**config.mk**
```make
export PLATFORM = sky130hd
export DESIGN_NAME = softstart_seq
export DESIGN_NICKNAME = d
export VERILOG_FILES = /design/src/rtl/softstart_pkg.sv /design/src/rtl/ss_rst_sync.sv /design/src/rtl/ss_rec_fetch.sv /design/src/rtl/ss_ms_timer.sv /design/src/rtl/ss_phase_acc.sv /design/src/rtl/ss_seq_ctrl.sv /design/src/rtl/softstart_seq.sv
export SDC_FILE = /design/constraint.sdc
export NUM_CORES = 1
export LEC_CHECK = 0
export BUFFER_PORTS_ARGS = -buffer_cell sky130_fd_sc_hd__buf_2
export CAP_MARGIN = 0
export CORE_ASPECT_RATIO = 0.75
export CORE_MARGIN = 2
export CORE_UTILIZATION = 55
export CTS_BUF_LIST = sky130_fd_sc_hd__clkbuf_2
export DETAILED_ROUTE_END_ITERATION = 12
export HOLD_SLACK_MARGIN = 0.05
export PLACE_DENSITY = 0.79
export RECOVER_POWER = 50
export REMOVE_ABC_BUFFERS = 1
export SYNTH_ARGS = -nofsm -noshare
export SYNTH_HDL_FRONTEND = slang
export SYNTH_SLANG_ARGS = --single-unit
```
**constraint.sdc**
```tcl
create_clock -name clk -period 4.05 [get_ports clk]
set_clock_uncertainty 0.15 [all_clocks]
set_input_delay 1.215 -clock clk [delete_from_list [all_inputs] [get_ports clk]]
set_output_delay 1.215 -clock clk [all_outputs]
set_load 0.01 [all_outputs]
```
**src/rtl/softstart_pkg.sv**
```systemverilog
package softstart_pkg;

  localparam logic [7:0] REG_SWITCH = 8'h09;
  localparam logic [7:0] REG_PHASE  = 8'h51;
  localparam int         REC_BYTES  = 8;
  localparam int         IDX_W      = $clog2(REC_BYTES);

  typedef struct packed {
    logic       fmt;
    logic [6:0] reps;
    logic [7:0] phl_init;
    logic [7:0] phh_init;
    logic [7:0] phl_step;
    logic [7:0] phh_step;
    logic [7:0] sw_start;
    logic [7:0] sw_end;
    logic       scale;
    logic [6:0] dly_ms;
  } stage_rec_t;

  typedef enum logic [2:0] {
    S_IDLE, S_FETCH, S_CHECK, S_SWA, S_ADD, S_PHASE, S_SWB, S_WAIT
  } seq_state_t;

  function automatic stage_rec_t decode_rec(input logic [REC_BYTES-1:0][7:0] b);
    stage_rec_t r;
    r.fmt      = b[0][7];
    r.reps     = b[0][6:0];
    r.phl_init = b[1];
    r.phh_init = b[2];
    r.phl_step = b[3];
    r.phh_step = b[4];
    r.sw_start = b[5];
    r.sw_end   = b[6];
    r.scale    = b[7][7];
    r.dly_ms   = b[7][6:0];
    return r;
  endfunction

endpackage

```
**src/rtl/ss_rst_sync.sv**
```systemverilog
module ss_rst_sync (
  input  logic clk,
  input  logic rst_n,
  output logic rst_n_sync
);
  logic [1:0] sync_q;

  always_ff @(posedge clk or negedge rst_n) begin
    if (!rst_n) sync_q <= 2'b00;
    else        sync_q <= {sync_q[0], 1'b1};
  end

  assign rst_n_sync = sync_q[1];
endmodule

```
**src/rtl/ss_rec_fetch.sv**
```systemverilog
module ss_rec_fetch
  import softstart_pkg::*;
#(
  parameter int              ADDR_W = 8,
  parameter int              STG_W  = 2,
  parameter logic [ADDR_W-1:0] BASE = 8'h28
) (
  input  logic              clk,
  input  logic              rst_n,
  input  logic              req,
  input  logic [STG_W-1:0]  stage_idx,
  output logic [ADDR_W-1:0] addr,
  input  logic [7:0]        rdata,
  output stage_rec_t        rec,
  output logic              rec_done
);
  localparam logic [IDX_W-1:0] LAST_IDX = IDX_W'(REC_BYTES - 1);

  logic                       active_q, active_d;
  logic [IDX_W-1:0]           idx_q, idx_d;
  logic [STG_W-1:0]           stg_q, stg_d;
  logic                       pend_q;
  logic [IDX_W-1:0]           pidx_q;
  logic                       done_q, done_d;
  logic [REC_BYTES-1:0][7:0]  bytes_q;

  always_comb begin
    active_d = active_q;
    idx_d    = idx_q;
    stg_d    = stg_q;
    if (req) begin
      active_d = 1'b1;
      idx_d    = '0;
      stg_d    = stage_idx;
    end else if (active_q) begin
      idx_d = idx_q + 1'b1;
      if (idx_q == LAST_IDX) active_d = 1'b0;
    end
    done_d = pend_q && (pidx_q == LAST_IDX);
  end

  always_ff @(posedge clk or negedge rst_n) begin
    if (!rst_n) begin
      active_q <= 1'b0;
      idx_q    <= '0;
      stg_q    <= '0;
      pend_q   <= 1'b0;
      pidx_q   <= '0;
      done_q   <= 1'b0;
    end else begin
      active_q <= active_d;
      idx_q    <= idx_d;
      stg_q    <= stg_d;
      pend_q   <= active_q;
      pidx_q   <= idx_q;
      done_q   <= done_d;
    end
  end

  always_ff @(posedge clk or negedge rst_n) begin
    if (!rst_n) begin
      bytes_q <= '0;
    end else if (pend_q) begin
      bytes_q[pidx_q] <= rdata;
    end
  end

  assign addr     = BASE + ADDR_W'({stg_q, idx_q});
  assign rec      = decode_rec(bytes_q);
  assign rec_done = done_q;
endmodule

```
**src/rtl/ss_ms_timer.sv**
```systemverilog
module ss_ms_timer #(
  parameter int TICKS_PER_MS = 50000
) (
  input  logic       clk,
  input  logic       rst_n,
  input  logic       load,
  input  logic [6:0] ms,
  output logic       busy
);
  localparam int TW = (TICKS_PER_MS > 1) ? $clog2(TICKS_PER_MS) : 1;
  localparam logic [TW-1:0] TICK_LAST = TW'(TICKS_PER_MS - 1);

  logic [TW-1:0] tick_q, tick_d;
  logic [6:0]    ms_q, ms_d;

  always_comb begin
    tick_d = tick_q;
    ms_d   = ms_q;
    if (load) begin
      tick_d = '0;
      ms_d   = ms;
    end else if (ms_q != 7'd0) begin
      if (tick_q == TICK_LAST) begin
        tick_d = '0;
        ms_d   = ms_q - 7'd1;
      end else begin
        tick_d = tick_q + 1'b1;
      end
    end
  end

  always_ff @(posedge clk or negedge rst_n) begin
    if (!rst_n) begin
      tick_q <= '0;
      ms_q   <= '0;
    end else begin
      tick_q <= tick_d;
      ms_q   <= ms_d;
    end
  end

  assign busy = (ms_q != 7'd0);
endmodule

```
**src/rtl/ss_phase_acc.sv**
```systemverilog
module ss_phase_acc #(
  parameter int LANES = 2
) (
  input  logic                  clk,
  input  logic                  rst_n,
  input  logic                  load,
  input  logic                  add,
  input  logic [LANES-1:0][7:0] init,
  input  logic [LANES-1:0][7:0] step,
  output logic [LANES-1:0][7:0] value
);
  for (genvar g = 0; g < LANES; g++) begin : g_lane
    logic [7:0] acc_q, acc_d;

    always_comb begin
      acc_d = acc_q;
      if (load)     acc_d = init[g];
      else if (add) acc_d = acc_q + step[g];
    end

    always_ff @(posedge clk or negedge rst_n) begin
      if (!rst_n) acc_q <= 8'h00;
      else        acc_q <= acc_d;
    end

    assign value[g] = acc_q;
  end
endmodule

```
**src/rtl/ss_seq_ctrl.sv**
```systemverilog
module ss_seq_ctrl
  import softstart_pkg::*;
#(
  parameter int STAGES = 4,
  parameter int STG_W  = 2
) (
  input  logic             clk,
  input  logic             rst_n,
  input  logic             start,
  input  stage_rec_t       rec,
  input  logic             rec_done,
  input  logic             tmr_busy,
  input  logic [1:0][7:0]  acc_val,
  input  logic             cmd_ready,
  output logic             fetch_req,
  output logic [STG_W-1:0] stage_idx,
  output logic             acc_load,
  output logic             acc_add,
  output logic             tmr_load,
  output logic             cmd_valid,
  output logic [7:0]       cmd_code,
  output logic [1:0]       cmd_len,
  output logic [7:0]       cmd_d0,
  output logic [7:0]       cmd_d1,
  output logic             run,
  output logic             done,
  output logic             err
);
  localparam logic [STG_W-1:0] LAST_STAGE = STG_W'(STAGES - 1);

  seq_state_t       state_q, state_d;
  logic [STG_W-1:0] stage_q, stage_d;
  logic [6:0]       reps_q, reps_d;
  logic             done_q, done_d;
  logic             err_q, err_d;
  logic             advance;

  always_comb begin
    state_d   = state_q;
    stage_d   = stage_q;
    reps_d    = reps_q;
    err_d     = err_q;
    done_d    = 1'b0;
    fetch_req = 1'b0;
    acc_load  = 1'b0;
    acc_add   = 1'b0;
    tmr_load  = 1'b0;
    advance   = 1'b0;

    unique case (state_q)
      S_IDLE: begin
        if (start) begin
          stage_d   = '0;
          err_d     = 1'b0;
          fetch_req = 1'b1;
          state_d   = S_FETCH;
        end
      end
      S_FETCH: begin
        if (rec_done) state_d = S_CHECK;
      end
      S_CHECK: begin
        if (!rec.fmt || !rec.scale) begin
          err_d   = 1'b1;
          state_d = S_IDLE;
        end else if (rec.reps == 7'd0) begin
          advance = 1'b1;
        end else begin
          acc_load = 1'b1;
          reps_d   = rec.reps;
          state_d  = S_SWA;
        end
      end
      S_SWA: begin
        if (cmd_ready) state_d = S_ADD;
      end
      S_ADD: begin
        acc_add = 1'b1;
        state_d = S_PHASE;
      end
      S_PHASE: begin
        if (cmd_ready) state_d = S_SWB;
      end
      S_SWB: begin
        if (cmd_ready) begin
          tmr_load = 1'b1;
          state_d  = S_WAIT;
        end
      end
      S_WAIT: begin
        if (!tmr_busy) begin
          if (reps_q == 7'd1) begin
            advance = 1'b1;
          end else begin
            reps_d  = reps_q - 7'd1;
            state_d = S_SWA;
          end
        end
      end
      default: state_d = S_IDLE;
    endcase

    if (advance) begin
      if (stage_q == LAST_STAGE) begin
        state_d = S_IDLE;
        done_d  = 1'b1;
      end else begin
        stage_d   = stage_q + 1'b1;
        fetch_req = 1'b1;
        state_d   = S_FETCH;
      end
    end
  end

  always_ff @(posedge clk or negedge rst_n) begin
    if (!rst_n) begin
      state_q <= S_IDLE;
      stage_q <= '0;
      reps_q  <= '0;
      done_q  <= 1'b0;
      err_q   <= 1'b0;
    end else begin
      state_q <= state_d;
      stage_q <= stage_d;
      reps_q  <= reps_d;
      done_q  <= done_d;
      err_q   <= err_d;
    end
  end

  always_comb begin
    cmd_valid = 1'b0;
    cmd_code  = 8'h00;
    cmd_len   = 2'd0;
    cmd_d0    = 8'h00;
    cmd_d1    = 8'h00;
    unique case (state_q)
      S_SWA: begin
        cmd_valid = 1'b1;
        cmd_code  = REG_SWITCH;
        cmd_len   = 2'd1;
        cmd_d0    = rec.sw_start;
      end
      S_PHASE: begin
        cmd_valid = 1'b1;
        cmd_code  = REG_PHASE;
        cmd_len   = 2'd2;
        cmd_d0    = acc_val[0];
        cmd_d1    = acc_val[1];
      end
      S_SWB: begin
        cmd_valid = 1'b1;
        cmd_code  = REG_SWITCH;
        cmd_len   = 2'd1;
        cmd_d0    = rec.sw_end;
      end
      default: ;
    endcase
  end

  assign stage_idx = stage_d;
  assign run       = (state_q != S_IDLE);
  assign done      = done_q;
  assign err       = err_q;
endmodule

```
**src/rtl/softstart_seq.sv**
```systemverilog
module softstart_seq
  import softstart_pkg::*;
#(
  parameter int              TICKS_PER_MS = 50000,
  parameter int              STAGES       = 4,
  parameter int              ADDR_W       = 8,
  parameter logic [ADDR_W-1:0] TABLE_BASE = 8'h28
) (
  input  logic              clk,
  input  logic              rst_n,
  input  logic              start,
  output logic [ADDR_W-1:0] tbl_addr,
  input  logic [7:0]        tbl_rdata,
  output logic              cmd_valid,
  input  logic              cmd_ready,
  output logic [7:0]        cmd_code,
  output logic [1:0]        cmd_len,
  output logic [7:0]        cmd_d0,
  output logic [7:0]        cmd_d1,
  output logic              run,
  output logic              done,
  output logic              err
);
  localparam int STG_W = (STAGES > 1) ? $clog2(STAGES) : 1;

  logic             rst_n_i;
  logic             fetch_req, rec_done;
  logic [STG_W-1:0] stage_idx;
  stage_rec_t       rec;
  logic             acc_load, acc_add;
  logic [1:0][7:0]  acc_init, acc_step, acc_val;
  logic             tmr_load, tmr_busy;

  ss_rst_sync u_rst (
    .clk        (clk),
    .rst_n      (rst_n),
    .rst_n_sync (rst_n_i)
  );

  ss_rec_fetch #(
    .ADDR_W (ADDR_W),
    .STG_W  (STG_W),
    .BASE   (TABLE_BASE)
  ) u_fetch (
    .clk       (clk),
    .rst_n     (rst_n_i),
    .req       (fetch_req),
    .stage_idx (stage_idx),
    .addr      (tbl_addr),
    .rdata     (tbl_rdata),
    .rec       (rec),
    .rec_done  (rec_done)
  );

  assign acc_init = {rec.phh_init, rec.phl_init};
  assign acc_step = {rec.phh_step, rec.phl_step};

  ss_phase_acc #(.LANES(2)) u_acc (
    .clk   (clk),
    .rst_n (rst_n_i),
    .load  (acc_load),
    .add   (acc_add),
    .init  (acc_init),
    .step  (acc_step),
    .value (acc_val)
  );

  ss_ms_timer #(.TICKS_PER_MS(TICKS_PER_MS)) u_tmr (
    .clk   (clk),
    .rst_n (rst_n_i),
    .load  (tmr_load),
    .ms    (rec.dly_ms),
    .busy  (tmr_busy)
  );

  ss_seq_ctrl #(
    .STAGES (STAGES),
    .STG_W  (STG_W)
  ) u_ctrl (
    .clk       (clk),
    .rst_n     (rst_n_i),
    .start     (start),
    .rec       (rec),
    .rec_done  (rec_done),
    .tmr_busy  (tmr_busy),
    .acc_val   (acc_val),
    .cmd_ready (cmd_ready),
    .fetch_req (fetch_req),
    .stage_idx (stage_idx),
    .acc_load  (acc_load),
    .acc_add   (acc_add),
    .tmr_load  (tmr_load),
    .cmd_valid (cmd_valid),
    .cmd_code  (cmd_code),
    .cmd_len   (cmd_len),
    .cmd_d0    (cmd_d0),
    .cmd_d1    (cmd_d1),
    .run       (run),
    .done      (done),
    .err       (err)
  );
endmodule

```
==> metrics <==
final-report max-slew violation count between 70 and 80; IO Port Bufs 44; IO Pins 50; Worst setup SP type flip-flop; leakage dissipation around 3.3 nW; actual slew at the worst max-slew pin between 3 and 4 ns; wire length on met2 ~6.9 mm; post-synthesis adder-cell area fraction under 10%; Worst-path clk slew ~0.20 ns; CP delay by family, top flip-flops; Syn. warnings 0; share of cells above drive strength 1 between 20% and 30%; Syn Inst Count between 600 and 700; worst hold slack 0.239 ns; Top FF cell, synth dfrtp_1; Die W approximately 130 um; critical path class flip-flop to output port; peak supply drop roughly 0.43 mV; Netlist cell types 66; slowest stage delay, CP about 0.65 ns; Worst Path Buf+Inv 1; H-tree depth 4; Fill cells 1031; post-synthesis compound-gate area fraction around an eighth; simple-gate portion of the synthesized area 17.0%; Final setup viols 0; Nets roughly 730; RSZ-0062 raised after global routing no; met3 WL slightly above 1 mm; Worst slew margin -103%; full die area roughly 13000 um2; Power per Cell Area 800 nW/um2; met1 wire length roughly 7 mm; Rows 35; CP max stage cell dfrtp_1; DR top layer met4; Sum Neg Setup Slack 0 ns; Critical Path AT 2.44 ns; Avg Inst Size Synth ~10 um2; largest family of logic cells by synthesized area simple AND/OR/NAND/NOR gates; mux share of post-synthesis cell area 10.8%; Clock Tree Buf Depth 2; Residual DRC 0; Die Y between 100 and 150 um; ANT nets after route 0; starting density of the core between 50% and 60%; vias per cell a little under 6; Critical Path Sink Type output port; R2R cell count 1; DR WL/cell between 15 and 20 um; synthesized cell area approximately 6800 um2; post-DP HPWL roughly 11 mm; Synth Register Bits 130; Ant. Diodes 0; postcts setup bufs 0; status complete, but fails checks; worst skew pair latency roughly 0.68 ns; global route overflow 0; Clock Tree Root clkbuf_2; Total Power 5.92 mW; largest net degree at the start of global routing 75; hold path depth 0; fmax approximately 260 MHz; Crit path depth 4; GRT Util Overall ~25%; failing checks capacitance limit, slew limit; Synth-to-Final Area Change 8.93%; gpl congestion about 1; register-to-register setup slack between 0.8 and 0.9 ns; CTS tree yes; Final min period between 3 and 4 ns; maxcap violations 1; Finished Core Util 60.8%; Core Area 12200 um2; clk sinks 130; cts bufs inserted 17; first-pass GRT wire length 25.9 mm; highest fanout seen on the critical path 14; number of synthesized flops with an enable pin 0; ys async rst share 100%; vias in the first global route ~5000; critical path data required time about 2.7 ns; Final Hold Vio Count 0; Final period util between 90 and 100%; critical-path cell list nor2b_2, a22oi_1, o21ai_0, buf_2; vias 5229; DRT iter0 DRCs roughly 470; XOR/XNOR share of the synthesized area between 2 and 2.5%; DRT Wirelength approximately 15 mm; sequential element share of the synthesized area around 48%; worst min path class flip-flop to flip-flop; initial antenna violation count 0; first drt pass iteration count 5
==> stage by stage <==
step | area [um2] | instances | worst slack [ns]
3_5_place_dp | 7110 | 843 | 0.810
4_1_cts | 7400 | 875 | 0.0220
2_1_floorplan | 6640 | 628 | 0.00994
6_report | 7400 | 876 | 0.249
3_3_place_gp | 7110 | 843 | 0.961
5_1_grt | 7400 | 876 | 0.114
==> state kept, by name, summed over array words and instances, names as in the netlist, 3 cells and up <==
| name | count |
|---|---|
| u_fetch.idx_q | 3 |
| u_tmr.ms_q | 7 |
| u_ctrl.state_q | 3 |
| u_acc.g_lane.acc_q | 16 |
| u_fetch.pidx_q | 3 |
| u_ctrl.reps_q | 7 |
| u_tmr.tick_q | 16 |
| u_fetch.rec | 64 |
==> cell families after synthesis <==
family / count (synthesis)
muxes: 66
and+or+nand+nor: 219
AOI/OAI and AO/OA: 140
other: 2
buffers and inverters: 60
adders and majority gates: 25
xor gates and xnor gates: 17
DFF: 130
==> path summary, 6_finish.rpt <==
| check | from | endpoint |
|---|---|---|
| max | u_ctrl.state_q[2]$_DFFE_PN0P_ | cmd_d0[1] |
| min | u_rst.sync_q[0]$_DFF_PN0_ | u_rst.sync_q[1]$_DFF_PN0_ |
| max reg2reg | u_rst.sync_q[1]$_DFF_PN0_ | u_fetch.rec[6]$_DFFE_PN0P_ |
| min reg2reg | u_rst.sync_q[0]$_DFF_PN0_ | u_rst.sync_q[1]$_DFF_PN0_ |
| max in group asynchronous | u_rst.sync_q[1]$_DFF_PN0_ | u_fetch.rec[6]$_DFFE_PN0P_ |
| min in group asynchronous | rst_n | u_rst.sync_q[1]$_DFF_PN0_ |
==> cells in the final DEF (no fill, tap or decap), types with 20 or more instances in the layout <==
cell / n
inv_1: 24
ha_1: 23
dfrtp_1: 130
mux2_2: 57
nor2_1: 40
nand2_1: 71
buf_2: 43
o21ai_0: 39
clkbuf_2: 20
a21oi_1: 30
==> power breakdown <==
part	switching, mW	leakage (nW)	internal (mW)
registers	0.529	1.60	1.85
logic	1.41	1.56	1.20
clock network	0.520	0.164	0.412
total	2.46	3.32	3.46
==> cells in the mapped netlist, types with 3 or more instances <==
cell / count / share of area, %
ha_1: 23 / 4.2
a22o_1: 4 / 0.52
xnor2_1: 8 / 1.0
inv_1: 24 / 1.3
nand2_1: 71 / 3.9
nor3b_1: 6 / 0.66
o22ai_1: 4 / 0.37
nand4b_1: 6 / 0.77
buf_2: 6 / 0.44
and2_1: 10 / 0.92
nor4b_1: 3 / 0.39
xor2_1: 9 / 1.2
mux2i_1: 9 / 1.3
buf_4: 9 / 0.99
a21oi_1: 30 / 2.2
nand4_1: 8 / 0.74
mux2_2: 57 / 9.4
nor3_1: 16 / 1.2
nor3_2: 3 / 0.44
clkbuf_1: 20 / 1.1
a31oi_1: 5 / 0.46
nand2b_1: 5 / 0.46
o21ai_1: 3 / 0.22
a221o_1: 7 / 1.0
o21ai_0: 39 / 2.9
nor2_1: 40 / 2.2
dfrtp_1: 130 / 48
a211oi_1: 7 / 0.77
a22oi_1: 13 / 1.4
nor2b_1: 8 / 0.74
and3_1: 4 / 0.37
or3_1: 3 / 0.28
o21a_1: 3 / 0.33
nand3_1: 17 / 1.3
o211ai_1: 6 / 0.66
==> per-layer routing <==
layer	vias up	track usage [%]
met4	0	9.43
met3	24	5.05
met5	-	0
li1	2441	-
met2	196	38.2
met1	2568	35.3
==> cell type report <==
| class | count | area (um2) | share of cell area [%] |
|---|---|---|---|
| multi-input combinational | 473 | 3300 | 44.6 |
| sequential | 130 | 3250 | 43.9 |
| timing repair buffer | 50 | 259 | 3.50 |
| tap | 166 | 208 | 2.80 |
| clock inverter | 15 | 201 | 2.72 |
| inverter | 25 | 93.8 | 1.27 |
| clock buffer | 17 | 85.1 | 1.15 |
==> timing repair <==
item | 4_1_cts | 5_1_grt
hold buffers | 0 | 1
hold endpoints to repair | 0 | 2
gates resized for setup | 0 | 3
endpoints found under the setup margin | 0 | 10
No activity file was read; power rests on OpenSTA's default activity.
